[src/rtl/cfgbank_pkg.sv]
`timescale 1ns/1ps
package cfgbank_pkg;

    localparam int WORD_W   = 32;
    localparam int SEL_W    = 3;
    localparam int NUM_REGS = 6;
    localparam int ODIV_LO  = 20;
    localparam int ODIV_W   = 3;
    localparam int HOLD_BIT = 13;

    typedef logic [WORD_W-1:0] word_t;

    typedef enum logic [SEL_W-1:0] {
        SEL_FREQ   = 3'd0,
        SEL_MODPH  = 3'd1,
        SEL_REFCFG = 3'd2,
        SEL_AUX3   = 3'd3,
        SEL_OUTCFG = 3'd4,
        SEL_AUX5   = 3'd5,
        SEL_NONE6  = 3'd6,
        SEL_NONE7  = 3'd7
    } reg_sel_e;

    typedef struct packed {
        logic             valid;
        logic [SEL_W-1:0] sel;
        word_t            data;
    } latch_t;

    localparam word_t REF_HELD_MASK = 32'h03FF_C000;
    localparam word_t ODIV_MASK     = word_t'(((1 << ODIV_W) - 1) << ODIV_LO);

    function automatic word_t merge_bits(input word_t base, input word_t ins, input word_t mask);
        return (base & ~mask) | (ins & mask);
    endfunction

    function automatic logic sel_known(input logic [SEL_W-1:0] sel);
        return (int'(sel) < NUM_REGS);
    endfunction

endpackage

[src/rtl/cfgbank_sync.sv]
`timescale 1ns/1ps
module cfgbank_sync #(
    parameter int W      = 3,
    parameter int STAGES = 2
) (
    input  logic         clk,
    input  logic         rst,
    input  logic [W-1:0] d,
    output logic [W-1:0] q
);
    logic [STAGES-1:0][W-1:0] chain_q;

    always_ff @(posedge clk) begin
        if (rst) chain_q[0] <= '0;
        else     chain_q[0] <= d;
    end

    generate
        for (genvar i = 1; i < STAGES; i++) begin : g_stage
            always_ff @(posedge clk) begin
                if (rst) chain_q[i] <= '0;
                else     chain_q[i] <= chain_q[i-1];
            end
        end
    endgenerate

    assign q = chain_q[STAGES-1];
endmodule

[src/rtl/cfgbank_shifter.sv]
`timescale 1ns/1ps
module cfgbank_shifter
    import cfgbank_pkg::*;
(
    input  logic   clk,
    input  logic   rst,
    input  logic   sclk_s,
    input  logic   sdat_s,
    input  logic   le_s,
    output latch_t lat
);
    logic  sclk_d, le_d;
    word_t shift_q;
    logic  sclk_rise, le_rise;

    assign sclk_rise = sclk_s & ~sclk_d;
    assign le_rise   = le_s & ~le_d;

    always_ff @(posedge clk) begin
        if (rst) begin
            sclk_d  <= 1'b0;
            le_d    <= 1'b0;
            shift_q <= '0;
        end else begin
            sclk_d <= sclk_s;
            le_d   <= le_s;
            if (sclk_rise)
                shift_q <= {shift_q[WORD_W-2:0], sdat_s};
        end
    end

    always_comb begin
        lat.valid = le_rise;
        lat.sel   = shift_q[SEL_W-1:0];
        lat.data  = shift_q;
    end

    // a rising serial clock moves the sampled data bit into the LSB
    a_r1_shift_lsb: assert property (@(posedge clk) disable iff (rst)
        sclk_rise |=> shift_q[0] == $past(sdat_s));

    // a latch strobe never lasts two clocks
    a_r2_single_strobe: assert property (@(posedge clk) disable iff (rst)
        lat.valid |=> !lat.valid);
endmodule

[src/rtl/cfgbank_store.sv]
`timescale 1ns/1ps
module cfgbank_store
    import cfgbank_pkg::*;
(
    input  logic                           clk,
    input  logic                           rst,
    input  latch_t                         lat,
    output logic [NUM_REGS-1:0][WORD_W-1:0] act,
    output logic                           commit
);
    logic [NUM_REGS-1:0][WORD_W-1:0] act_q;
    word_t                           sh_modph;
    word_t                           sh_ref;
    logic [ODIV_W-1:0]               sh_odiv;
    logic                            commit_q;
    logic                            hold_odiv;
    word_t                           odiv_word;

    assign hold_odiv = act_q[SEL_REFCFG][HOLD_BIT];
    assign odiv_word = word_t'({sh_odiv, {ODIV_LO{1'b0}}});

    always_ff @(posedge clk) begin
        if (rst) begin
            act_q    <= '0;
            sh_modph <= '0;
            sh_ref   <= '0;
            sh_odiv  <= '0;
            commit_q <= 1'b0;
        end else begin
            commit_q <= 1'b0;
            if (lat.valid && sel_known(lat.sel)) begin
                case (reg_sel_e'(lat.sel))
                    SEL_FREQ: begin
                        act_q[SEL_FREQ]   <= lat.data;
                        act_q[SEL_MODPH]  <= sh_modph;
                        act_q[SEL_REFCFG] <= merge_bits(act_q[SEL_REFCFG], sh_ref, REF_HELD_MASK);
                        act_q[SEL_OUTCFG] <= merge_bits(act_q[SEL_OUTCFG], odiv_word, ODIV_MASK);
                        commit_q          <= 1'b1;
                    end
                    SEL_MODPH:  sh_modph <= lat.data;
                    SEL_REFCFG: begin
                        sh_ref            <= lat.data;
                        act_q[SEL_REFCFG] <= merge_bits(lat.data, act_q[SEL_REFCFG], REF_HELD_MASK);
                    end
                    SEL_AUX3:   act_q[SEL_AUX3] <= lat.data;
                    SEL_OUTCFG: begin
                        sh_odiv <= lat.data[ODIV_LO +: ODIV_W];
                        if (hold_odiv)
                            act_q[SEL_OUTCFG] <= merge_bits(lat.data, act_q[SEL_OUTCFG], ODIV_MASK);
                        else
                            act_q[SEL_OUTCFG] <= lat.data;
                    end
                    SEL_AUX5:   act_q[SEL_AUX5] <= lat.data;
                    default: ;
                endcase
            end
        end
    end

    assign act    = act_q;
    assign commit = commit_q;

    // immediate registers take the whole word
    a_r3_immediate: assert property (@(posedge clk) disable iff (rst)
        (lat.valid && lat.sel == 3'd3) |=> act_q[SEL_AUX3] == $past(lat.data));

    // unused codes leave every active register alone
    a_r4_bad_code_ignored: assert property (@(posedge clk) disable iff (rst)
        (lat.valid && !sel_known(lat.sel)) |=> $stable(act_q));

    // register 1 writes do not reach the active copy
    a_r5_modph_held: assert property (@(posedge clk) disable iff (rst)
        (lat.valid && lat.sel == 3'd1) |=> $stable(act_q[SEL_MODPH]));

    // held reference bits stay put on a register 2 write
    a_r6_ref_held: assert property (@(posedge clk) disable iff (rst)
        (lat.valid && lat.sel == 3'd2) |=> $stable(act_q[SEL_REFCFG] & REF_HELD_MASK));

    // divider field held while the hold bit is set
    a_r7_odiv_held: assert property (@(posedge clk) disable iff (rst)
        (lat.valid && lat.sel == 3'd4 && hold_odiv) |=> $stable(act_q[SEL_OUTCFG] & ODIV_MASK));

    // commit follows each register 0 write and lasts one clock
    a_r9_commit_follows: assert property (@(posedge clk) disable iff (rst)
        (lat.valid && lat.sel == 3'd0) |=> commit_q);
    a_r9_commit_once: assert property (@(posedge clk) disable iff (rst)
        commit_q |=> !commit_q);
endmodule

[src/rtl/cfg_serial_bank.sv]
`timescale 1ns/1ps
module cfg_serial_bank
    import cfgbank_pkg::*;
#(
    parameter int SYNC_STAGES = 2
) (
    input  logic                         clk,
    input  logic                         rst,
    input  logic                         ser_clk,
    input  logic                         ser_data,
    input  logic                         ser_le,
    output logic [NUM_REGS*WORD_W-1:0]   active_regs,
    output logic                         commit_pulse
);
    localparam int PIN_W = 3;

    logic [PIN_W-1:0]                 pins_s;
    latch_t                           lat;
    logic [NUM_REGS-1:0][WORD_W-1:0]  act;

    cfgbank_sync #(.W(PIN_W), .STAGES(SYNC_STAGES)) u_sync (
        .clk (clk),
        .rst (rst),
        .d   ({ser_le, ser_data, ser_clk}),
        .q   (pins_s)
    );

    cfgbank_shifter u_shift (
        .clk    (clk),
        .rst    (rst),
        .sclk_s (pins_s[0]),
        .sdat_s (pins_s[1]),
        .le_s   (pins_s[2]),
        .lat    (lat)
    );

    cfgbank_store u_store (
        .clk    (clk),
        .rst    (rst),
        .lat    (lat),
        .act    (act),
        .commit (commit_pulse)
    );

    assign active_regs = act;

    // reset leaves the outputs cleared on the next clock
    a_r10_reset_clears: assert property (@(posedge clk)
        rst |=> (active_regs == '0 && !commit_pulse));
endmodule

[config.mk]
export PLATFORM = sky130hd
export DESIGN_NAME = cfg_serial_bank
export DESIGN_NICKNAME = d
export VERILOG_FILES = /design/src/rtl/cfgbank_pkg.sv /design/src/rtl/cfgbank_sync.sv /design/src/rtl/cfgbank_shifter.sv /design/src/rtl/cfgbank_store.sv /design/src/rtl/cfg_serial_bank.sv
export SDC_FILE = /design/constraint.sdc
export NUM_CORES = 1
export LEC_CHECK = 0
export CORE_AREA = 2 2 156 128
export CTS_CLUSTER_DIAMETER = 40
export DETAILED_ROUTE_END_ITERATION = 6
export DIE_AREA = 0 0 158 130
export GPL_TIMING_DRIVEN = 0
export PLACE_DENSITY_LB_ADDON = 0.05
export SYNTH_ARGS = -nofsm -noshare
export SYNTH_HDL_FRONTEND = slang
export SYNTH_SLANG_ARGS = --single-unit
[constraint.sdc]
create_clock -name clk -period 2.9 [get_ports clk]
set_clock_uncertainty 0.1 [all_clocks]
set_input_delay 0.29 -clock clk [delete_from_list [all_inputs] [get_ports clk]]
set_output_delay 0.29 -clock clk [all_outputs]
set_load 0.03 [all_outputs]
# ---- Word level (Yosys, flattened, before mapping)
# Index checks and enable logic that the tools add are counted.
dict set report word_totals {
  ramBits 0
  romBits 0
  wordCells 47
  mem_count 0
  latch_bits 0
  regBits 294
}
dict set report classes {
  reduce_logical 13
  n_mux 4
  mul 0
  n_div 0
  magnitude_cmp 1
  n_eq_ne 5
  shift 0
  bitwise_logic 9
  addsub 0
}
# operator n
set op_table {}
lappend op_table {{$pmux W32 S2} 2}
lappend op_table {{$or A32 B23 Y32} 2}
lappend op_table {{$or A32 B26 Y32} 2}
lappend op_table {{$mux W32} 1}
lappend op_table {{$reduce_and A2 Y1} 8}
lappend op_table {{$eq A3 B2 Y1 const B} 2}
lappend op_table {{$eq A3 B3 Y1 const B} 2}
lappend op_table {{$reduce_bool A2 Y1} 2}
lappend op_table {{$eq A3 B1 Y1 const B} 1}
lappend op_table {{$logic_not A3 Y1} 1}
lappend op_table {{$lt A3 B3 Y1 const B} 1}
lappend op_table {{$not A1 Y1} 3}
lappend op_table {{$and A1 B1 Y1} 2}
lappend op_table {{$reduce_or A2 Y1} 1}
lappend op_table {{$logic_and A1 B1 Y1} 1}
lappend op_table {{$mux W1} 1}

# ---- Depth between registers and ports, before layout
dict set report logic_depth {
  word_depth 5
  ltp_mapped 6
}

# ---- Hierarchy
# From an unflattened synthesis, not the netlist that was laid out.
dict set report hier_totals {
  hier_cells 1193
  hier_area_um2 9948.3
}
# module area_per_inst_um2 instances cells_per_inst
set modules_own_cells {}
lappend modules_own_cells {cfgbank_store 8404.3 1 1063}
lappend modules_own_cells {cfgbank_shifter 1363.8 1 115}
lappend modules_own_cells {cfgbank_sync 180.2 1 15}

# ---- Worst setup path before layout
# No wires, ideal clock.
dict set report synth_timing {
  kind {flip-flop to flip-flop}
  from {reg u_shift.shift_q[0]}
  to {reg u_store.act_q (netlist bit u_store.act[86])}
  setup_ps 72
  required_ps 2728
  n_path_buf 3
  stages_incl_launch_ff 7
  arrival_time_ps 1327
  synth_period_minus_slack_ps 1499
  slack_ps 1401
  cell_sequence {dfxtp_1 > buf_2 > nor2_1 > and2_1 > buf_4 > buf_4 > mux2i_1}
}
dict set report synth_between {
  elab_chain_len 3
  elab_cells_between_ends 7
  classes_between {1 x order compare; 1 x eq/ne; 1 x mux; 4 x reduce/logical}
}
# element line_no
set synth_lines {}
lappend synth_lines {{start: declaration} cfgbank_shifter.sv:13} ;# word_t shift_q;
lappend synth_lines {{start signal: assignment} cfgbank_shifter.sv:28} ;# shift_q <= {shift_q[WORD_W-2:0], sdat_s};
lappend synth_lines {{$lt A3 B3 Y1, or another cell as far along} cfgbank_pkg.sv:38} ;# return (int'(sel) < NUM_REGS);
lappend synth_lines {{$logic_and A1 B1 Y1 / $reduce_bool A2 Y1 (equally long branches)} -}
lappend synth_lines {{$reduce_and A2 Y1 (no source line)} -}
lappend synth_lines {{end signal: indexed assignment} cfgbank_store.sv:34} ;# act_q[SEL_FREQ] <= lat.data;
lappend synth_lines {{end signal: indexed assignment} cfgbank_store.sv:35} ;# act_q[SEL_MODPH] <= sh_modph;
lappend synth_lines {{end signal: indexed assignment} cfgbank_store.sv:36} ;# act_q[SEL_REFCFG] <= merge_bits(act_q[SEL_REFCFG], sh_ref, REF_HELD_MASK);
lappend synth_lines {{end: declaration} cfgbank_store.sv:11} ;# logic [NUM_REGS-1:0][WORD_W-1:0] act_q;
# Several ways; a longest one is shown, not always the timed one.
# A chain may end at the register's enable or synchronous reset.

# ---- Worst setup path after layout
dict set report layout_timing {
  from {reg u_store.act_q (netlist bit u_store.act[77])}
  to {out active_regs[77]}
}
# element line_no
set layout_lines {}
lappend layout_lines {{end: declaration} cfg_serial_bank.sv:12} ;# output logic [NUM_REGS*WORD_W-1:0] active_regs,
# No word-level cell between the ends.

==> results.md <==
* Most common cell after layout, fill and taps aside: dfxtp_1
* Max Slew Vio Count at 0
* Avg Cell Area, Syn at 10.7 um2
* Buffers & Inverters on Critical Path at 1
* Synth top area share at 0.536
* DR iter-0 viols at roughly 390
* Finished Core Util at 0.728
* Overflow after GRT at 0
* # IOs at between 150 and 200
* Synthesis-to-layout area growth at 33.9%
* Worst Hold Path EP: u_sync.chain_q[0]
* Area post-placement at 12700 um2
* Cts-stage hold buffer count at 0
* Global-route wire length before repair at ~42000 um
* Xor/xnor cell area share of the yosys netlist at 0
* CP Max Fanout at 5
* TritonCTS buffer count at 36
* GR Util met3 at 0.0684
* DRC violations left at 0
* Grt met1 use at 0.364
* Vias/cell at 5.08
* Clock tree buffer depth at 3
* Pin count of the biggest net entering global routing at 13
* Yosys top cell by area: dfxtp_1
* Total global-route track usage at 0.264
* Cell Pwr Density at around 620 nW/um2
* WP data arrival at between 1.5 and 2 ns
* Peak VDD IR at 0.428 mV
* Post-CTS setup buffer count at 0
* Seq cells post-synth at 280
* Placed Instances at 1435
* Total negative slack for setup checks at 0 ns
* IO buf count at 196
* R2R Path Start: u_shift.shift_q[2]
* Root buffer cell: clkbuf_16
* RSZ-0062 raised after global routing: no
* Routability-driven placement congestion ratio at between 0.8 and 0.9
* R2R Setup Slk at about 0.96 ns
* DRT Pass-1 Iters at 4
* Routed wire length at between 20000 and 30000 um
* Worst hold start: ser_clk
* Crit path kind: register to primary output
* Initial antenna violation count at 0
* Worst hold path cell count at 2
* Simple-gate share of the synthesized area at 0.201
* Max cap viols at 0
* Mapped Area at 10500 um2
* TritonCTS clock tree: done
* Vias in the first global route at ~7500
* Worst r2r dst: u_store.act[171]
* Die width at approximately 160 um
* Via count at between 7000 and 8000
* Largest family of logic cells by synthesized area: multiplexers
* Synth Area in Adders at 0
* Worst stage delay on the critical path at ~0.73 ns
* R2R depth at 4
* Initial Util at 0.544
* Die height at 130 um
* Most frequent cells in the layout: dfxtp_1, nand2b_1, mux2i_1
* Setup crit start kind: register
* Slew headroom at 0.539
* CORE AREA at 19200 um2
* Met2 Resource Use GR at 0.412
* # setup viols final at 0
* CP top delay family: buffers and inverters
* Die ar. at between 20000 and 25000 um2
* Post-cts sizing count at 0
* ANT nets after route at 0
* Synthesized Nets at between 900 and 1000
* Final hold viol count at 0
* Post-synthesis instance total at roughly 1000
* Min-Delay Path Class: input port to register
* CTS HTree Levels at 2
* P_leak at 0.00587 uW
* Post-synthesis mux area share at 0.206
* Outcome: completed
* Site row count at 46
* CP Cell Sequence: clkdlybuf4s50_1
* Post-route cell area at around 14000 um2
* Library cells used by synthesis at 26
* Final period util at 0.701
* Slowest-stage cell, CP: clkdlybuf4s50_1
* Gr busiest metal: met2
* Ys Warns at 0
* Synth Area in Compound Gates at 0.0245
* Worst EP required at between 2 and 3 ns
* Top post-synthesis cells by area: dfxtp_1, mux2i_1, nand2b_1, nand2_1, a21oi_1
* Post-layout minimum cycle time at a little over 2 ns
* Sink Count at 280
* Routed WL per cell at 17.9 um
* Slew @ Worst Pin at between 0.6 and 0.7 ns
* Final net count at around 1200
* Post-synthesis sequential area ratio at 0.536
* DP HPWL at between 15000 and 20000 um
* Max Fclk at 492 MHz
* Clock slew at reported path FFs at approximately 0.06 ns
* Final non-filler cell total at between 1000 and 1500
* Share of cells above drive strength 1 at 0.0706
* CP endpoint kind: primary output
* Clk_lat worst skew at about 0.50 ns
where the power goes:
group,leakage (uW),internal (uW),switching [uW],total (uW)
sequential,0.00226,3860,3.99,3860
combinational,0.00302,95.6,126,222
clock,0.000598,2930,1640,4560
cell families (layout without fill, tap and decap cells):
group,Yosys count,after routing
simple gates,357,357
flops,280,280
compound gates,49,49
buf+inv,74,332
mux,215,215
other cells,0,1
per-layer routing:
| layer | vias up | share of wire |
|---|---|---|
| met4 | 0 | 0.021 |
| met1 | 3646 | 0.47 |
| met3 | 47 | 0.065 |
| li1 | 3696 | - |
| met2 | 215 | 0.44 |
| met5 | - | 0 |
Yosys cell counts:
library cell / count
nand2b_1: 251
nor2b_1: 11
nor3b_1: 5
nand4b_1: 3
o21ai_0: 3
buf_6: 2
nor3b_4: 1
nand3b_1: 1
nor2_1: 3
nor3_1: 1
dfxtp_1: 280
buf_2: 19
and3b_1: 6
buf_1: 1
and2_1: 3
nand3_1: 5
a21oi_1: 42
nor4b_2: 1
inv_1: 6
clkbuf_1: 41
nand2_1: 66
buf_4: 5
a311oi_1: 2
o22ai_1: 1
mux2i_1: 215
a211oi_1: 1
metrics by stage:
stage / setup slack [ns] / hold WS [ns] / power [uW]
6_report: 0.866 / 0.261 / 8640
3_3_place_gp: 0.965 / 0.326 / 4160
3_5_place_dp: 0.963 / 0.326 / 4160
2_1_floorplan: 1.40 / 0.314 / 4090
4_1_cts: 0.849 / 0.250 / 8700
5_1_grt: 0.835 / 0.265 / 8890
state kept, by name, indices dropped and copies added (netlist names):
name,cells
u_store.commit,1
u_shift.sclk_d,1
u_shift.le_d,1
u_store.sh_odiv,3
u_store.sh_ref,12
u_sync.q,3
u_store.sh_modph,32
u_store.act,192
u_shift.shift_q,32
u_sync.chain_q,3
worst reg2reg max path, delay by kind of cell (launching register included):
family | cells | cell delay [ns]
and+or+nand+nor | 1 | 0.40
muxes | 1 | 0.17
DFF | 1 | 0.40
buffers and inverters | 2 | 0.74
final cells by class:
type	instances	area, um2
Sequential cell	280	5610
Buffer	68	313
Clock buffer	46	1020
Fill cell	1516	5230
Inverter	6	22.5
Timing Repair Buffer	196	1960
Multi-Input combinational cell	621	4510
Antenna cell	1	2.50
Clock inverter	16	225
Tap cell	264	330
worst max-delay path by stage:
| stage | from | end | slack, ns | cells after the start |
|---|---|---|---|---|
| floorplan | u_shift.shift_q[0] | u_store.act[86] | 1.40 | 6 |
| global placement | rst | u_store.act[96] | 0.96 | 4 |
| detailed placement | rst | u_store.act[96] | 0.96 | 4 |
| CTS | u_store.act[77] | active_regs[77] | 0.85 | 1 |
| global route | u_store.act[77] | active_regs[77] | 0.83 | 1 |
| finish | u_store.act[77] | active_regs[77] | 0.87 | 1 |
No activity file was read; power rests on OpenSTA's default activity.
